### config.mk
export PLATFORM = sky130hd
export DESIGN_NAME = smb_blk_slave
export DESIGN_NICKNAME = d
export VERILOG_FILES = /design/src/rtl/smb_pkg.sv /design/src/rtl/smb_sync.sv /design/src/rtl/smb_regbank.sv /design/src/rtl/smb_link.sv /design/src/rtl/smb_blk_slave.sv
export SDC_FILE = /design/constraint.sdc
export NUM_CORES = 1
export LEC_CHECK = 0
export BUFFER_PORTS_ARGS = -buffer_cell sky130_fd_sc_hd__buf_2
export CORE_ASPECT_RATIO = 1.2
export CORE_UTILIZATION = 64
export DETAILED_ROUTE_END_ITERATION = 7
export PLACE_DENSITY = 0.79
export SYNTH_ARGS = -nofsm -noshare
export SYNTH_HDL_FRONTEND = slang
export SYNTH_SLANG_ARGS = --single-unit
### constraint.sdc
create_clock -name clk -period 2.8 [get_ports clk]
set_input_delay 0.84 -clock clk [delete_from_list [all_inputs] [get_ports clk]]
set_output_delay 0.84 -clock clk [all_outputs]
set_load 0.03 [all_outputs]
### src/rtl/smb_pkg.sv
package smb_pkg;

  typedef enum logic [2:0] {
    M_IDLE,
    M_RX,
    M_ACK,
    M_TX,
    M_HACK,
    M_SKIP
  } link_mode_t;

  typedef enum logic [1:0] {
    K_ADDR,
    K_IDX,
    K_CNT,
    K_WDAT
  } byte_kind_t;

  // next register index, wrapping at the bank depth
  function automatic int unsigned wrap_inc(int unsigned idx, int unsigned depth);
    return (idx + 1 >= depth) ? 0 : idx + 1;
  endfunction

  // full address byte from a 7-bit device address and the direction bit
  function automatic logic [7:0] addr_byte(logic [6:0] dev, logic rd);
    return {dev, rd};
  endfunction

  // reset contents: the count register starts at the bank depth, the rest at zero
  function automatic logic [7:0] reg_reset(int unsigned idx, int unsigned cnt_idx, int unsigned depth);
    return (idx == cnt_idx) ? 8'(depth) : 8'h00;
  endfunction

endpackage

### src/rtl/smb_sync.sv
module smb_sync #(
  parameter int STAGES = 2
) (
  input  logic clk,
  input  logic rst_n,
  input  logic scl_i,
  input  logic sda_i,
  output logic scl_s,
  output logic sda_s,
  output logic scl_rise,
  output logic scl_fall,
  output logic start_ev,
  output logic stop_ev
);

  logic [STAGES-1:0] scl_pipe;
  logic [STAGES-1:0] sda_pipe;
  logic              scl_p;
  logic              sda_p;

  always_ff @(posedge clk or negedge rst_n) begin
    if (!rst_n) begin
      scl_pipe <= '1;
      sda_pipe <= '1;
      scl_p    <= 1'b1;
      sda_p    <= 1'b1;
    end else begin
      scl_pipe <= {scl_pipe[STAGES-2:0], scl_i};
      sda_pipe <= {sda_pipe[STAGES-2:0], sda_i};
      scl_p    <= scl_s;
      sda_p    <= sda_s;
    end
  end

  assign scl_s    = scl_pipe[STAGES-1];
  assign sda_s    = sda_pipe[STAGES-1];
  assign scl_rise = scl_s & ~scl_p;
  assign scl_fall = ~scl_s & scl_p;
  assign start_ev = scl_s & scl_p & sda_p & ~sda_s;
  assign stop_ev  = scl_s & scl_p & ~sda_p & sda_s;

endmodule

### src/rtl/smb_regbank.sv
module smb_regbank
  import smb_pkg::*;
#(
  parameter int NREG    = 8,
  parameter int AW      = 3,
  parameter int CNT_IDX = 7
) (
  input  logic          clk,
  input  logic          rst_n,
  input  logic          wr_en,
  input  logic [AW-1:0] wr_idx,
  input  logic [7:0]    wr_data,
  input  logic [AW-1:0] rd_idx,
  output logic [7:0]    rd_data,
  output logic [7:0]    cnt_data
);

  logic [7:0]      regs [NREG];
  logic [NREG-1:0] hit;

  for (genvar g = 0; g < NREG; g++) begin : g_dec
    assign hit[g] = wr_en && (wr_idx == AW'(g));
  end

  always_ff @(posedge clk or negedge rst_n) begin
    if (!rst_n) begin
      for (int i = 0; i < NREG; i++) regs[i] <= reg_reset(i, CNT_IDX, NREG);
    end else begin
      for (int i = 0; i < NREG; i++) if (hit[i]) regs[i] <= wr_data;
    end
  end

  assign rd_data  = regs[rd_idx];
  assign cnt_data = regs[CNT_IDX];

  AST_ONE_LANE_WRITE: assert property (@(posedge clk) disable iff (!rst_n)
    $onehot0(hit));
  AST_WRITE_LANDS: assert property (@(posedge clk) disable iff (!rst_n)
    wr_en |=> regs[$past(wr_idx)] == $past(wr_data));

endmodule

### src/rtl/smb_link.sv
module smb_link
  import smb_pkg::*;
#(
  parameter int         NREG     = 8,
  parameter int         AW       = 3,
  parameter logic [6:0] DEV_ADDR = 7'h69
) (
  input  logic          clk,
  input  logic          rst_n,
  input  logic          scl_s,
  input  logic          sda_s,
  input  logic          scl_rise,
  input  logic          scl_fall,
  input  logic          start_ev,
  input  logic          stop_ev,
  input  logic [7:0]    rd_data,
  input  logic [7:0]    cnt_data,
  output logic [AW-1:0] ptr,
  output logic          wr_en,
  output logic [7:0]    wr_data,
  output logic          sda_oe
);

  localparam logic [7:0] WR_ADDR = addr_byte(DEV_ADDR, 1'b0);
  localparam logic [7:0] RD_ADDR = addr_byte(DEV_ADDR, 1'b1);

  link_mode_t    mode;
  byte_kind_t    kind;
  logic [3:0]    bitcnt;
  logic [7:0]    shr;
  logic [7:0]    txsh;
  logic [7:0]    remain;
  logic          ack_q;
  logic          go_tx;
  logic          host_ack;
  logic          oe_q;
  logic [AW-1:0] ptr_q;

  // named internal events
  logic [7:0]    rx_byte;
  logic          byte_end;
  logic          ack_n;
  logic [AW-1:0] ptr_next;

  always_comb begin
    rx_byte  = {shr[6:0], sda_s};
    byte_end = (mode == M_RX) && scl_rise && (bitcnt == 4'd7);
    ptr_next = AW'(wrap_inc(32'(ptr_q), NREG));
    unique case (kind)
      K_ADDR:  ack_n = (rx_byte == WR_ADDR) || (rx_byte == RD_ADDR);
      K_WDAT:  ack_n = (remain != 8'd0);
      default: ack_n = 1'b1;
    endcase
  end

  assign wr_en   = byte_end && (kind == K_WDAT) && (remain != 8'd0);
  assign wr_data = rx_byte;
  assign ptr     = ptr_q;
  assign sda_oe  = oe_q;

  always_ff @(posedge clk or negedge rst_n) begin
    if (!rst_n) begin
      mode     <= M_IDLE;
      kind     <= K_ADDR;
      bitcnt   <= '0;
      shr      <= '0;
      txsh     <= '0;
      remain   <= '0;
      ack_q    <= 1'b0;
      go_tx    <= 1'b0;
      host_ack <= 1'b0;
      oe_q     <= 1'b0;
      ptr_q    <= '0;
    end else if (stop_ev) begin
      mode  <= M_IDLE;
      oe_q  <= 1'b0;
      go_tx <= 1'b0;
    end else if (start_ev) begin
      mode   <= M_RX;
      kind   <= K_ADDR;
      bitcnt <= '0;
      oe_q   <= 1'b0;
      go_tx  <= 1'b0;
    end else begin
      unique case (mode)
        M_RX: begin
          if (scl_rise && bitcnt < 4'd8) begin
            shr    <= rx_byte;
            bitcnt <= bitcnt + 4'd1;
            if (byte_end) begin
              ack_q <= ack_n;
              unique case (kind)
                K_ADDR: begin
                  go_tx <= (rx_byte == RD_ADDR);
                  kind  <= K_IDX;
                end
                K_IDX: begin
                  ptr_q <= rx_byte[AW-1:0];
                  kind  <= K_CNT;
                end
                K_CNT: begin
                  remain <= rx_byte;
                  kind   <= K_WDAT;
                end
                default: begin
                  if (remain != 8'd0) begin
                    ptr_q  <= ptr_next;
                    remain <= remain - 8'd1;
                  end
                end
              endcase
            end
          end else if (scl_fall && bitcnt == 4'd8) begin
            mode <= M_ACK;
            oe_q <= ack_q;
          end
        end
        M_ACK: begin
          if (scl_fall) begin
            bitcnt <= '0;
            if (!ack_q) begin
              mode <= M_SKIP;
              oe_q <= 1'b0;
            end else if (go_tx) begin
              mode  <= M_TX;
              go_tx <= 1'b0;
              txsh  <= cnt_data;
              oe_q  <= ~cnt_data[7];
            end else begin
              mode <= M_RX;
              oe_q <= 1'b0;
            end
          end
        end
        M_TX: begin
          if (scl_fall) begin
            if (bitcnt == 4'd7) begin
              mode <= M_HACK;
              oe_q <= 1'b0;
            end else begin
              txsh   <= {txsh[6:0], 1'b0};
              oe_q   <= ~txsh[6];
              bitcnt <= bitcnt + 4'd1;
            end
          end
        end
        M_HACK: begin
          if (scl_rise) host_ack <= ~sda_s;
          if (scl_fall) begin
            if (host_ack) begin
              mode   <= M_TX;
              bitcnt <= '0;
              txsh   <= rd_data;
              oe_q   <= ~rd_data[7];
              ptr_q  <= ptr_next;
            end else begin
              mode <= M_SKIP;
            end
          end
        end
        default: ;
      endcase
    end
  end

  AST_OE_SCL_LOW: assert property (@(posedge clk) disable iff (!rst_n)
    (oe_q != $past(oe_q)) |-> !$past(scl_s));
  AST_QUIET_AFTER_NACK: assert property (@(posedge clk) disable iff (!rst_n)
    (mode == M_SKIP || mode == M_IDLE) |-> !oe_q);
  AST_DRIVE_IN_SLOT: assert property (@(posedge clk) disable iff (!rst_n)
    oe_q |-> (mode == M_ACK || mode == M_TX));
  AST_WR_CONSUMES_COUNT: assert property (@(posedge clk) disable iff (!rst_n)
    wr_en |=> ($past(remain) - remain) == 8'd1);
  AST_PTR_ADVANCE: assert property (@(posedge clk) disable iff (!rst_n)
    wr_en |=> ptr_q != $past(ptr_q));
  AST_START_REARMS: assert property (@(posedge clk) disable iff (!rst_n)
    (start_ev && !stop_ev) |=> (mode == M_RX && bitcnt == 4'd0 && !oe_q));

endmodule

### src/rtl/smb_blk_slave.sv
module smb_blk_slave #(
  parameter int         NREG        = 8,
  parameter logic [6:0] DEV_ADDR    = 7'h69,
  parameter int         SYNC_STAGES = 2
) (
  input  logic clk,
  input  logic rst_n,
  input  logic scl_i,
  input  logic sda_i,
  output logic sda_oe
);

  localparam int AW      = $clog2(NREG);
  localparam int CNT_IDX = NREG - 1;

  logic          scl_s;
  logic          sda_s;
  logic          scl_rise;
  logic          scl_fall;
  logic          start_ev;
  logic          stop_ev;
  logic [7:0]    rd_data;
  logic [7:0]    cnt_data;
  logic [AW-1:0] ptr;
  logic          wr_en;
  logic [7:0]    wr_data;

  smb_sync #(.STAGES(SYNC_STAGES)) u_sync (
    .clk      (clk),
    .rst_n    (rst_n),
    .scl_i    (scl_i),
    .sda_i    (sda_i),
    .scl_s    (scl_s),
    .sda_s    (sda_s),
    .scl_rise (scl_rise),
    .scl_fall (scl_fall),
    .start_ev (start_ev),
    .stop_ev  (stop_ev)
  );

  smb_link #(.NREG(NREG), .AW(AW), .DEV_ADDR(DEV_ADDR)) u_link (
    .clk      (clk),
    .rst_n    (rst_n),
    .scl_s    (scl_s),
    .sda_s    (sda_s),
    .scl_rise (scl_rise),
    .scl_fall (scl_fall),
    .start_ev (start_ev),
    .stop_ev  (stop_ev),
    .rd_data  (rd_data),
    .cnt_data (cnt_data),
    .ptr      (ptr),
    .wr_en    (wr_en),
    .wr_data  (wr_data),
    .sda_oe   (sda_oe)
  );

  smb_regbank #(.NREG(NREG), .AW(AW), .CNT_IDX(CNT_IDX)) u_bank (
    .clk      (clk),
    .rst_n    (rst_n),
    .wr_en    (wr_en),
    .wr_idx   (ptr),
    .wr_data  (wr_data),
    .rd_idx   (ptr),
    .rd_data  (rd_data),
    .cnt_data (cnt_data)
  );

endmodule

Yosys cells after proc, flatten, opt, wreduce, memory -nomap -nowiden --
Index checks and enable logic that the tools add are counted.
Storage, ports and cells: flip-flop bits (word level) 108, input port bits 4, output and inout bits 1, word-level logic and storage cells 201
Cells by class: $add $sub $neg 3, magnitude comparators 3, equal/unequal tests 46, mux-type cells 67, bitwise logic cells 18, reductions and logical operators 41
Operators with widths (count):
- two-way mux 7 bit | 7
- two-way mux 3 bit | 16
- two-way mux 4 bit | 7
- != test 4 x 3 -> 1 bit (second input constant) | 7
- binary-select mux 8 bit (select 3 bit) | 1
- two-way mux 8 bit | 3
- one-hot mux 7 bit (3 select lines) | 1
- AND reduction 7 bit | 3
- two-way mux 1 bit | 18
- == test 8 bit (second input constant) | 2
- != test 4 bit (second input constant) | 4
- one-hot mux 4 bit (4 select lines) | 1
- one-hot mux 8 bit (2 select lines) | 1
- == test 3 bit (second input constant) | 5
- logical AND 1 bit | 14
- != test 2 x 1 -> 1 bit (second input constant) | 7
- == test 3 x 2 -> 1 bit (second input constant) | 4
- != test 3 x 2 -> 1 bit (second input constant) | 4
- one-hot mux 3 bit (2 select lines) | 2
- one-hot mux 3 bit (4 select lines) | 1
- two-way mux 2 bit | 5
- NOT 1 bit | 10
- AND reduction 10 bit | 1
- AND reduction 5 bit | 2
- other kinds (31) | 52

Logic depth before layout (Yosys ltp) --
Gate-level depths: netlist of the first run.
depth after elaboration 10, depth in mapped cells 8, mapped depth without buffers 6

Modules after synthesis --
Synthesis of the first run repeated with hierarchy kept, for this count alone.
Unflattened totals: cell total of the unflattened synthesis 481, area total of the unflattened synthesis 5886.9 um^2
Modules (own cells, without submodules):
- smb_regbank | instances 1, cells each 180, area an instance 3054.2 um^2, seq. area each 1602.8 um^2
- smb_link | instances 1, cells each 291, area an instance 2642.5 um^2, seq. area each 950.9 um^2
- smb_sync | instances 1, cells each 10, area an instance 190.2 um^2, seq. area each 157.7 um^2

Worst setup path before layout of the first run --
Ideal clock, no wire load.
path kind flip-flop to flip-flop, from register u_link.remain[0], to register u_bank.regs[40] in the netlist's numbering, library setup time 125 ps, data arrival time 2004 ps, data required time 2675 ps, setup slack 671 ps, cell stages (with the launch flop) 9, buffers on the path 2, clock period less this slack 2129 ps, cells stage by stage dfrtp_1 > inv_1 > ha_1 > or3b_2 > o21a_1 > buf_6 > and4_4 > buf_6 > mux2_4
Between the ends: longest elaborated chain between the ends 3
Ends and longest elaborated chain:
- start, declared | RTL line smb_link.sv:32 | logic [7:0] remain;
- start signal, assigned | RTL line smb_link.sv:102 | remain <= rx_byte;
- start signal, assigned | RTL line smb_link.sv:108 | remain <= remain - 8'd1;
- nonzero test 8 bit | RTL line smb_link.sv:56 | assign wr_en = byte_end && (kind == K_WDAT) && (remain != 8'd0);
- logical AND 1 bit | RTL line smb_link.sv:56
- logical AND 1 bit | RTL line smb_regbank.sv:22 | assign hit[g] = wr_en && (wr_idx == AW'(g));
- end, declared | RTL line smb_regbank.sv:18 | logic [7:0] regs [NREG];
Every way passes these cells. A chain may end at the register's enable or synchronous reset.

Worst setup path in the final report of the first run --
from register u_link.remain[0], to register u_bank.regs[8] in the netlist's numbering
Same word-level chain as after synthesis.

==> results.py, run 1 <==
metrics = {
    "yosys": {
        "synth.net_count": 495,
        "ys.flop_type": "dfrtp_1",
        "yosys-top-cells-area": "dfrtp_1 (43%), mux2_2 (10%), mux2_4 (6.1%)",
        "synth_top_area_frac": 0.426,
        "ys_warn_count": 0,
        "synthCells": 477,
        "async_flop_share": 1.00,
        "syn_area_um2": 5930,
        "synth_largest_area_cell": "dfrtp_1",
        "syn_area_per_cell_um2": 12.4,
        "ys_types": 74,
        "synth-edff-count": 0,
        "yosysSeqAreaShare": 0.457,
        "ys_ff_latch": 108,
    },
    "sta": {
        "setup_violations": 0,
        "fin_crit_sh": 0.856,
        "fin_crit_ns": 2.40,
        "hold_violations": 0,
        "slew_viol_final": 0,
        "fin_tns_setup_ns": 0,
        "tightest_slew_ns": 0.895,
        "slew-limit-headroom": 0.403,
        "skew_ns": 0.0112,
        "rsz0062_at_grt": "false",
        "max_freq_mhz": 417,
    },
    "worst_setup_path": {
        "critPathKind": "reg -> reg",
        "cp-end-kind": "flop",
        "critPathArrivalTime_ns": 2.67,
        "crit_path_start_kind": "flop",
        "cp-startpoint": "u_link.remain[0]$_DFFE_PN0P_",
        "cp_max_fo": 9,
        "r2r_start": "u_link.remain[0]$_DFFE_PN0P_",
        "crit_required_ns": 3.08,
    },
    "routing": {
        "vias_per_cell": 6.55,
        "first_pass_iters": 5,
        "dr.first_iter.drc_count": 275,
        "drc": 0,
        "drt_wl_total_um": 12500,
        "vias": 3942,
        "ant_nets": 0,
        "wire_per_inst_um": 20.7,
    },
    "clock_network": {
        "path_clk_slew_ns": 0.10,
        "holdBufCountCts": 0,
        "cts_num_sinks": 108,
        "clockBufferDepth": 2,
        "postCtsSetupBuffers": 0,
        "cts_resized": 0,
        "cts_root_buf": "clkbuf_8",
        "cts_tree": "done",
        "cts-buffers-inserted": 9,
        "cts-htree-levels": 3,
        "insertion_delay_ns": 0.39,
    },
    "final_layout": {
        "drive_above_1_share": 0.332,
        "final_cell_mix": "dfrtp_1 (101), mux2_2 (53), o21ai_0 (26)",
        "fin_util": 0.699,
        "final_common_cell": "dfrtp_1",
        "nets": 495,
        "area_growth_pct": 6.54,
        "antennaDiodeCount": 0,
    },
    "placement": {
        "gp_congestion": 0.864,
        "hpwl_um": 8540,
        "port_buffers": 4,
    },
    "pwr": {
        "pwr_density_cell_nw_per_um2": 607,
        "p_total_w": 0.00384,
        "vdd_drop_max_v": 0.000549,
        "p_leak_nw": 2.85,
    },
    "floorplan": {
        "die_h_um": 107,
        "io_pins": 5,
        "initial_core_util": 0.657,
        "dieArea_um2": 9660,
        "num_rows": 38,
        "die_w_um": 89.9,
        "core_region_area_um2": 9030,
    },
    "flow_run": {
        "max_cap_violations": 0,
    },
    "global_routing": {
        "antenna_found_initial": 0,
        "grt_start_max_net_pins": 44,
        "grt_pass1_vias": 3946,
        "grtUsageTotal": 0.278,
        "grt_pass1_wl_um": 20400,
        "grt_overflow": 0,
    },
    "min_path": {
        "min_path_type": "in -> async",
    },
    "outcome": {
        "status": "completed",
    },
}
final timing paths:
kind	end	slack, ns	cells after the start
max in group asynchronous	u_bank.cnt_data[3]$_DFFE_PN1P_	1.76	2
worst max-delay path	u_bank.regs[8]$_DFFE_PN0P_	0.40	6
min in group clk	u_sync.sda_pipe[1]$_DFF_PN1_	0.36	0
worst min register to register	u_sync.sda_pipe[1]$_DFF_PN1_	0.36	0
worst min-delay path	u_bank.regs[14]$_DFFE_PN0P_	0.33	1
worst max register to register	u_bank.regs[8]$_DFFE_PN0P_	0.40	6
power by group:
part	switching, W	internal, W	leakage [nW]
combinational	0.000547	0.000389	1.27
clock	0.000536	0.000554	0.116
sequential	0.000154	0.00166	1.46
total	0.00124	0.00260	2.85
state kept, by name, summed over array words and instances, names as in the netlist:
register         count
u_link.shr           7
u_link.txsh          7
u_link.kind          2
u_link.ack_q         1
u_link.remain        8
u_link.sda_oe        1
u_sync.scl_p         1
u_link.ptr           3
u_sync.sda_p         1
u_link.host_ack      1
u_sync.scl_pipe      2
u_sync.sda_pipe      2
u_link.mode          3
u_bank.cnt_data      8
u_bank.regs         56
u_link.go_tx         1
u_link.bitcnt        4
layer usage:
metal | track usage | vias to the layer above | part of all wire
li1 | - | 1796 | -
met1 | 0.374 | 2004 | 0.44
met2 | 0.443 | 121 | 0.49
met3 | 0.0501 | 21 | 0.045
met4 | 0.127 | 0 | 0.023
met5 | 0 | - | 0
per-stage QoR:
stage / hold WS [ns] / instances / worst slack [ns] / instance area, µm²
floorplan: 0.345 / 477 / 0.671 / 5930
finish: 0.328 / 602 / 0.403 / 6320
global route: 0.327 / 602 / 0.292 / 6320
global placement: 0.345 / 586 / 0.468 / 6090
CTS: 0.322 / 602 / 0.419 / 6320
detailed placement: 0.347 / 586 / 0.441 / 6090
synth_stat cells (all sizes together) (3+ instances only):
cell type / instances
a21boi: 3
a21o: 3
a21oi: 15
a22oi: 8
a31oi: 3
and2: 3
and3: 3
and4: 3
buf: 11
clkbuf: 26
dfrtp: 101
dfstp: 7
ha: 14
inv: 12
mux2: 77
mux2i: 9
mux4: 15
nand2: 13
nand2b: 9
nand3: 8
nand3b: 5
nand4: 8
nor2: 14
nor3: 5
nor4: 3
o211ai: 6
o21a: 3
o21ai: 26
o22ai: 3
o2bb2ai: 6
o31ai: 5
or3b: 5
or4: 5
critical path: stages, from the launching register on:
cell and delay, ns:
dfrtp_1 0.43, inv_1 0.10, ha_1 0.14, or3b_2 0.49
o21a_1 0.38, nand4_2 0.35, mux2_2 0.38
cells by family (layout without fill, tap and decap cells):
family | after synthesis | in the layout | synth area share
adders and majority gates | 14 | 14 | 0.0295
buffers and inverters | 49 | 54 | 0.0405
DFF | 108 | 108 | 0.457
and+or+nand+nor | 101 | 101 | 0.120
xor gates and xnor gates | 2 | 2 | 0.00295
muxes | 101 | 101 | 0.234
AOI/OAI and AO/OA | 102 | 102 | 0.116
cell type report:
cell class                 instances  area, µm²
multi-input combinational        320       2980
timing repair buffer              26        200
tap                              120        150
clock inverter                     5       81.3
inverter                          12       45.0
sequential                       108       2710
clock buffer                      11        151
fill                             614       2720
Power figures use the tool's default switching activity.
==> run 2: changes to the inputs <==
Settings changed: BUFFER_PORTS_ARGS -buffer_cell sky130_fd_sc_hd__buf_2 to unset, CORE_MARGIN set to 2, CORE_UTILIZATION 64 to 44, DONT_BUFFER_PORTS set to 1, PLACE_DENSITY 0.79 to 0.58.
==> run 2 against run 1 <==
Against the previous run: global-route usage shrank 7.7 points; highest routed layer unchanged; sequential share of layout area fell by 0.91 points; non-clock buffer count increased by 1; largest power group unchanged; combinational power is 5.6% higher; first-iteration DRC count rose by 5.1%; clock power is 22% higher; largest cell class unchanged.
==> results.py, run 2 (same netlist as run 1, synthesis figures left out) <==
metrics = {
    "clock_network": {
        "cts_root_buf": "clkbuf_16",
        "holdBufCountCts": 0,
        "cts_tree": "done",
        "clockBufferDepth": 2,
        "cts-htree-levels": 3,
        "cts_num_sinks": 108,
        "postCtsSetupBuffers": 0,
        "cts_resized": 0,
        "path_clk_slew_ns": 0.08,
        "insertion_delay_ns": 0.35,
        "cts-buffers-inserted": 9,
    },
    "final_layout": {
        "fill_cells": 1159,
        "drive_above_1_share": 0.333,
        "nets": 496,
        "largest_register_ffs": 56,
        "final_common_cell": "dfrtp_1",
        "multi_input_area_um2": 2980,
        "largest_register": "u_bank.regs",
        "final_cell_mix": "dfrtp_1 (101), mux2_2 (53), buf_4 (27)",
        "seq_area_um2": 2710,
        "area_growth_pct": 8.86,
        "antennaDiodeCount": 0,
    },
    "outcome": {
        "status": "completed",
    },
    "floorplan": {
        "die_h_um": 131,
        "die_w_um": 110,
        "dieArea_um2": 14400,
        "core_region_area_um2": 13200,
        "initial_core_util": 0.450,
        "io_pins": 5,
        "num_rows": 46,
    },
    "placement": {
        "port_buffers": 0,
        "gp_congestion": 0.807,
        "hpwl_um": 9170,
    },
    "worst_setup_path": {
        "critPathArrivalTime_ns": 2.62,
        "crit_path_start_kind": "flop",
        "critPathKind": "reg -> reg",
        "reg2regPathDepth": 6,
        "cp-end-kind": "flop",
        "r2r_start": "u_link.mode[1]$_DFFE_PN0P_",
        "crit_required_ns": 3.04,
        "r2r_setup_slack_ns": 0.42,
        "cp_max_fo": 10,
        "r2r-end": "u_bank.regs[15]$_DFFE_PN0P_",
    },
    "sta": {
        "setup_violations": 0,
        "fin_tns_setup_ns": 0,
        "fin_crit_sh": 0.850,
        "slew_viol_final": 0,
        "slew-limit-headroom": 0.600,
        "rsz0062_at_grt": "false",
        "fin_crit_ns": 2.38,
        "timing.hold.ws_ns": 0.177,
        "skew_ns": 0.00900,
        "hold_violations": 0,
        "tightest_slew_ns": 0.600,
        "max_freq_mhz": 420,
    },
    "pwr": {
        "pwr_density_cell_nw_per_um2": 630,
        "vdd_drop_max_v": 0.000366,
        "p_total_w": 0.00407,
        "p_leak_nw": 2.89,
    },
    "min_path": {
        "min_path_type": "in -> async",
    },
    "routing": {
        "dr.first_iter.drc_count": 289,
        "first_pass_iters": 5,
        "wire_per_inst_um": 20.6,
        "drc": 0,
        "vias": 3871,
        "ant_nets": 0,
        "vias_per_cell": 5.95,
        "drt_wl_total_um": 13400,
    },
    "global_routing": {
        "grtUsageTotal": 0.200,
        "grt_pass1_vias": 4014,
        "antenna_found_initial": 0,
        "grt_start_max_net_pins": 109,
        "grt_overflow": 0,
        "grt_pass1_wl_um": 22000,
    },
    "flow_run": {
        "max_cap_violations": 0,
    },
}
-- run 2: cell type report --
type	instances	share of cell area
Multi-Input combinational cell	320	0.461
Clock inverter	7	0.0128
Timing Repair Buffer	27	0.0314
Clock buffer	9	0.0349
Sequential cell	108	0.420
Inverter	12	0.00698
Tap cell	168	0.0326
-- run 2: worst max path at each step --
stage / from / to / slack (ns)
floorplan: u_link.remain[0]$_DFFE_PN0P_ / u_bank.regs[40]$_DFFE_PN0P_ / 0.67
global placement: u_link.remain[0]$_DFFE_PN0P_ / u_bank.regs[9]$_DFFE_PN0P_ / 0.49
detailed placement: u_link.mode[1]$_DFFE_PN0P_ / u_bank.regs[15]$_DFFE_PN0P_ / 0.43
CTS: u_link.mode[1]$_DFFE_PN0P_ / u_bank.regs[15]$_DFFE_PN0P_ / 0.42
global route: u_link.remain[1]$_DFFE_PN0P_ / u_bank.regs[11]$_DFFE_PN0P_ / 0.33
finish: u_link.mode[1]$_DFFE_PN0P_ / u_bank.regs[15]$_DFFE_PN0P_ / 0.42
-- run 2: report_power, final --
part / internal [W] / switching [W] / total (W)
sequential: 0.00166 / 0.0000956 / 0.00175
combinational: 0.000403 / 0.000586 / 0.000988
clock: 0.000709 / 0.000619 / 0.00133
total: 0.00277 / 0.00130 / 0.00407
-- run 2: metrics by stage --
stage / cells / area (µm²) / worst slack [ns] / util
2_1_floorplan: 477 / 5930 / 0.671 / -
3_3_place_gp: 635 / 6150 / 0.490 / 0.466
3_5_place_dp: 635 / 6150 / 0.429 / 0.466
4_1_cts: 651 / 6460 / 0.416 / 0.490
5_1_grt: 651 / 6460 / 0.333 / 0.490
6_report: 651 / 6460 / 0.419 / 0.490
-- run 2: critical path: stages (launching register included) --
cell and delay (ns):
dfrtp_1 0.38, buf_4 0.17, or3b_1 0.48, nor3_4 0.34, buf_4 0.23, nand4_2 0.28, mux2_2 0.38
-- run 2: metal layers --
layer	global-route usage	vias up	wire length, µm
li1	-	1815	-
met1	0.282	1977	6160
met2	0.312	64	6590
met3	0.0357	15	430
met4	0.0668	0	255
met5	0	-	0
==> run 3: changes to the inputs <==
Settings changed: CORE_UTILIZATION 44 to 35, PLACE_DENSITY 0.58 to 0.48.
==> run 3 against run 2 <==
Against the previous run: wire length grew 2.9%; core utilization decreased by 10 points; non-clock buffer count is 4 lower; critical endpoint is now u_bank.regs[53]$_DFFE_PN0P_; clock skew grew 0.0022 ns; critical path depth did not move; combinational power decreased by 4.3%; largest cell class unchanged; cell count rose by 6.8%; first-iteration DRC count is 7.6% lower; design area rose by 0.50%; clock power about the same; critical path type unchanged.
==> results.py, run 3 (same netlist as run 1, synthesis figures left out) <==
metrics = {
    "outcome": {
        "status": "completed",
    },
    "sta": {
        "timing.hold.ws_ns": 0.174,
        "fin_crit_ns": 2.39,
        "tightest_slew_ns": 1.05,
        "setup_violations": 0,
        "slew-limit-headroom": 0.290,
        "hold_violations": 0,
        "fin_tns_setup_ns": 0,
        "rsz0062_at_grt": "false",
        "fin_crit_sh": 0.854,
        "skew_ns": 0.0112,
        "slew_viol_final": 0,
        "max_freq_mhz": 418,
    },
    "pwr": {
        "swShare": 0.321,
        "p_switching_w": 0.00131,
        "p_leak_nw": 2.87,
        "comb_power_share": 0.232,
        "p_clk_frac": 0.331,
        "pwr_density_cell_nw_per_um2": 629,
        "vdd_drop_max_v": 0.000300,
        "sequentialPowerShare": 0.438,
        "intPower_w": 0.00277,
    },
    "clock_network": {
        "cts_resized": 0,
        "cts_num_sinks": 108,
        "cts_root_buf": "clkbuf_16",
        "cts-buffers-inserted": 9,
        "cts_tree": "done",
        "path_clk_slew_ns": 0.07,
        "clockBufferDepth": 2,
        "cts-htree-levels": 3,
        "insertion_delay_ns": 0.36,
        "holdBufCountCts": 0,
        "postCtsSetupBuffers": 0,
    },
    "global_routing": {
        "grt_pass1_vias": 4040,
        "grt_pass1_wl_um": 23100,
        "grt_start_max_net_pins": 109,
        "antenna_found_initial": 0,
        "grt_overflow": 0,
        "grtUsageTotal": 0.169,
    },
    "final_layout": {
        "antennaDiodeCount": 0,
        "postLayoutCellArea_um2": 6490,
        "fin_util": 0.388,
        "largest_register_ffs": 56,
        "fill_cells": 1587,
        "area_growth_pct": 9.41,
        "drive_above_1_share": 0.326,
        "nets": 492,
        "largest_register": "u_bank.regs",
        "final_cell_mix": "dfrtp_1 (101), mux2_2 (53), o21ai_0 (26)",
        "final_common_cell": "dfrtp_1",
    },
    "placement": {
        "gp_congestion": 0.810,
        "postPlaceCellArea_um2": 6180,
        "hpwl_um": 9550,
        "port_buffers": 0,
    },
    "worst_setup_path": {
        "crit_required_ns": 3.05,
        "critPathArrivalTime_ns": 2.64,
        "crit_path_start_kind": "flop",
        "cp-end-kind": "flop",
        "cp_max_fo": 9,
        "critPathKind": "reg -> reg",
    },
    "floorplan": {
        "die_h_um": 147,
        "initial_core_util": 0.355,
        "dieArea_um2": 18000,
        "num_rows": 52,
        "die_w_um": 123,
        "io_pins": 5,
        "core_region_area_um2": 16700,
    },
    "routing": {
        "ant_nets": 0,
        "vias": 3813,
        "first_pass_iters": 4,
        "wire_per_inst_um": 19.9,
        "dr.first_iter.drc_count": 267,
        "vias_per_cell": 5.49,
        "drt_wl_total_um": 13800,
        "drc": 0,
    },
    "min_path": {
        "min_path_type": "in -> async",
    },
    "flow_run": {
        "max_cap_violations": 0,
    },
}
run 3: changes by cell type in the layout (fill, tap and decap cells not counted):
cell and change:
buf_4 -4, inv_6 -3, clkinv_4 -1, inv_8 +3, clkbuf_1 +1
run 3: worst paths after layout:
kind,startpoint,cells past startpoint,endpoint,slack (ns)
worst max-delay path,u_link.remain[0]$_DFFE_PN0P_,6,u_bank.regs[53]$_DFFE_PN0P_,0.41
worst min-delay path,rst_n,0,u_link.mode[1]$_DFFE_PN0P_,0.17
worst max register to register,u_link.remain[0]$_DFFE_PN0P_,6,u_bank.regs[53]$_DFFE_PN0P_,0.41
worst min register to register,u_sync.scl_pipe[0]$_DFF_PN1_,0,u_sync.scl_pipe[1]$_DFF_PN1_,0.36
max in group asynchronous,rst_n,0,u_bank.cnt_data[3]$_DFFE_PN1P_,2.38
min in group clk,u_sync.scl_pipe[0]$_DFF_PN1_,0,u_sync.scl_pipe[1]$_DFF_PN1_,0.36
run 3: critical path: stages, from the launching register on:
cell     delay (ns)
dfrtp_1        0.44
inv_1          0.11
ha_1           0.14
or3b_2         0.49
o21a_1         0.40
and4_4         0.38
mux2_4         0.32
run 3: power by group through the flow:
stage / combinational [W] / clock (W) / sequential (W)
2_1_floorplan: 0.000739 / 0 / 0.00177
3_3_place_gp: 0.000949 / 0 / 0.00182
3_5_place_dp: 0.000962 / 0 / 0.00182
4_1_cts: 0.000965 / 0.00139 / 0.00179
5_1_grt: 0.00106 / 0.00146 / 0.00180
6_report: 0.000946 / 0.00135 / 0.00178
run 3: routing by layer:
metal  share of wire  up-vias  routed length, µm  GRT usage
li1                -     1800                  -          -
met4           0.027        0                368     0.0718
met3           0.020       21                282     0.0219
met1            0.47     1950               6560      0.240
met5               0        -                  0          0
met2            0.48       42               6610      0.258
run 3: area by class of cell:
cell class,count,area (µm²),area share
Clock buffer,10,229,0.0353
Clock inverter,6,81.3,0.0125
Inverter,12,45.0,0.00694
Multi-Input combinational cell,320,2980,0.459
Sequential cell,108,2710,0.418
Tap cell,216,270,0.0417
Timing Repair Buffer,23,173,0.0266
run 3: per-stage QoR:
stage               cells  worst slack, ns  power (W)
floorplan             477            0.671    0.00251
global placement      679            0.433    0.00277
detailed placement    679            0.427    0.00278
CTS                   695            0.407    0.00414
global route          695            0.274    0.00433
finish                695            0.407    0.00408
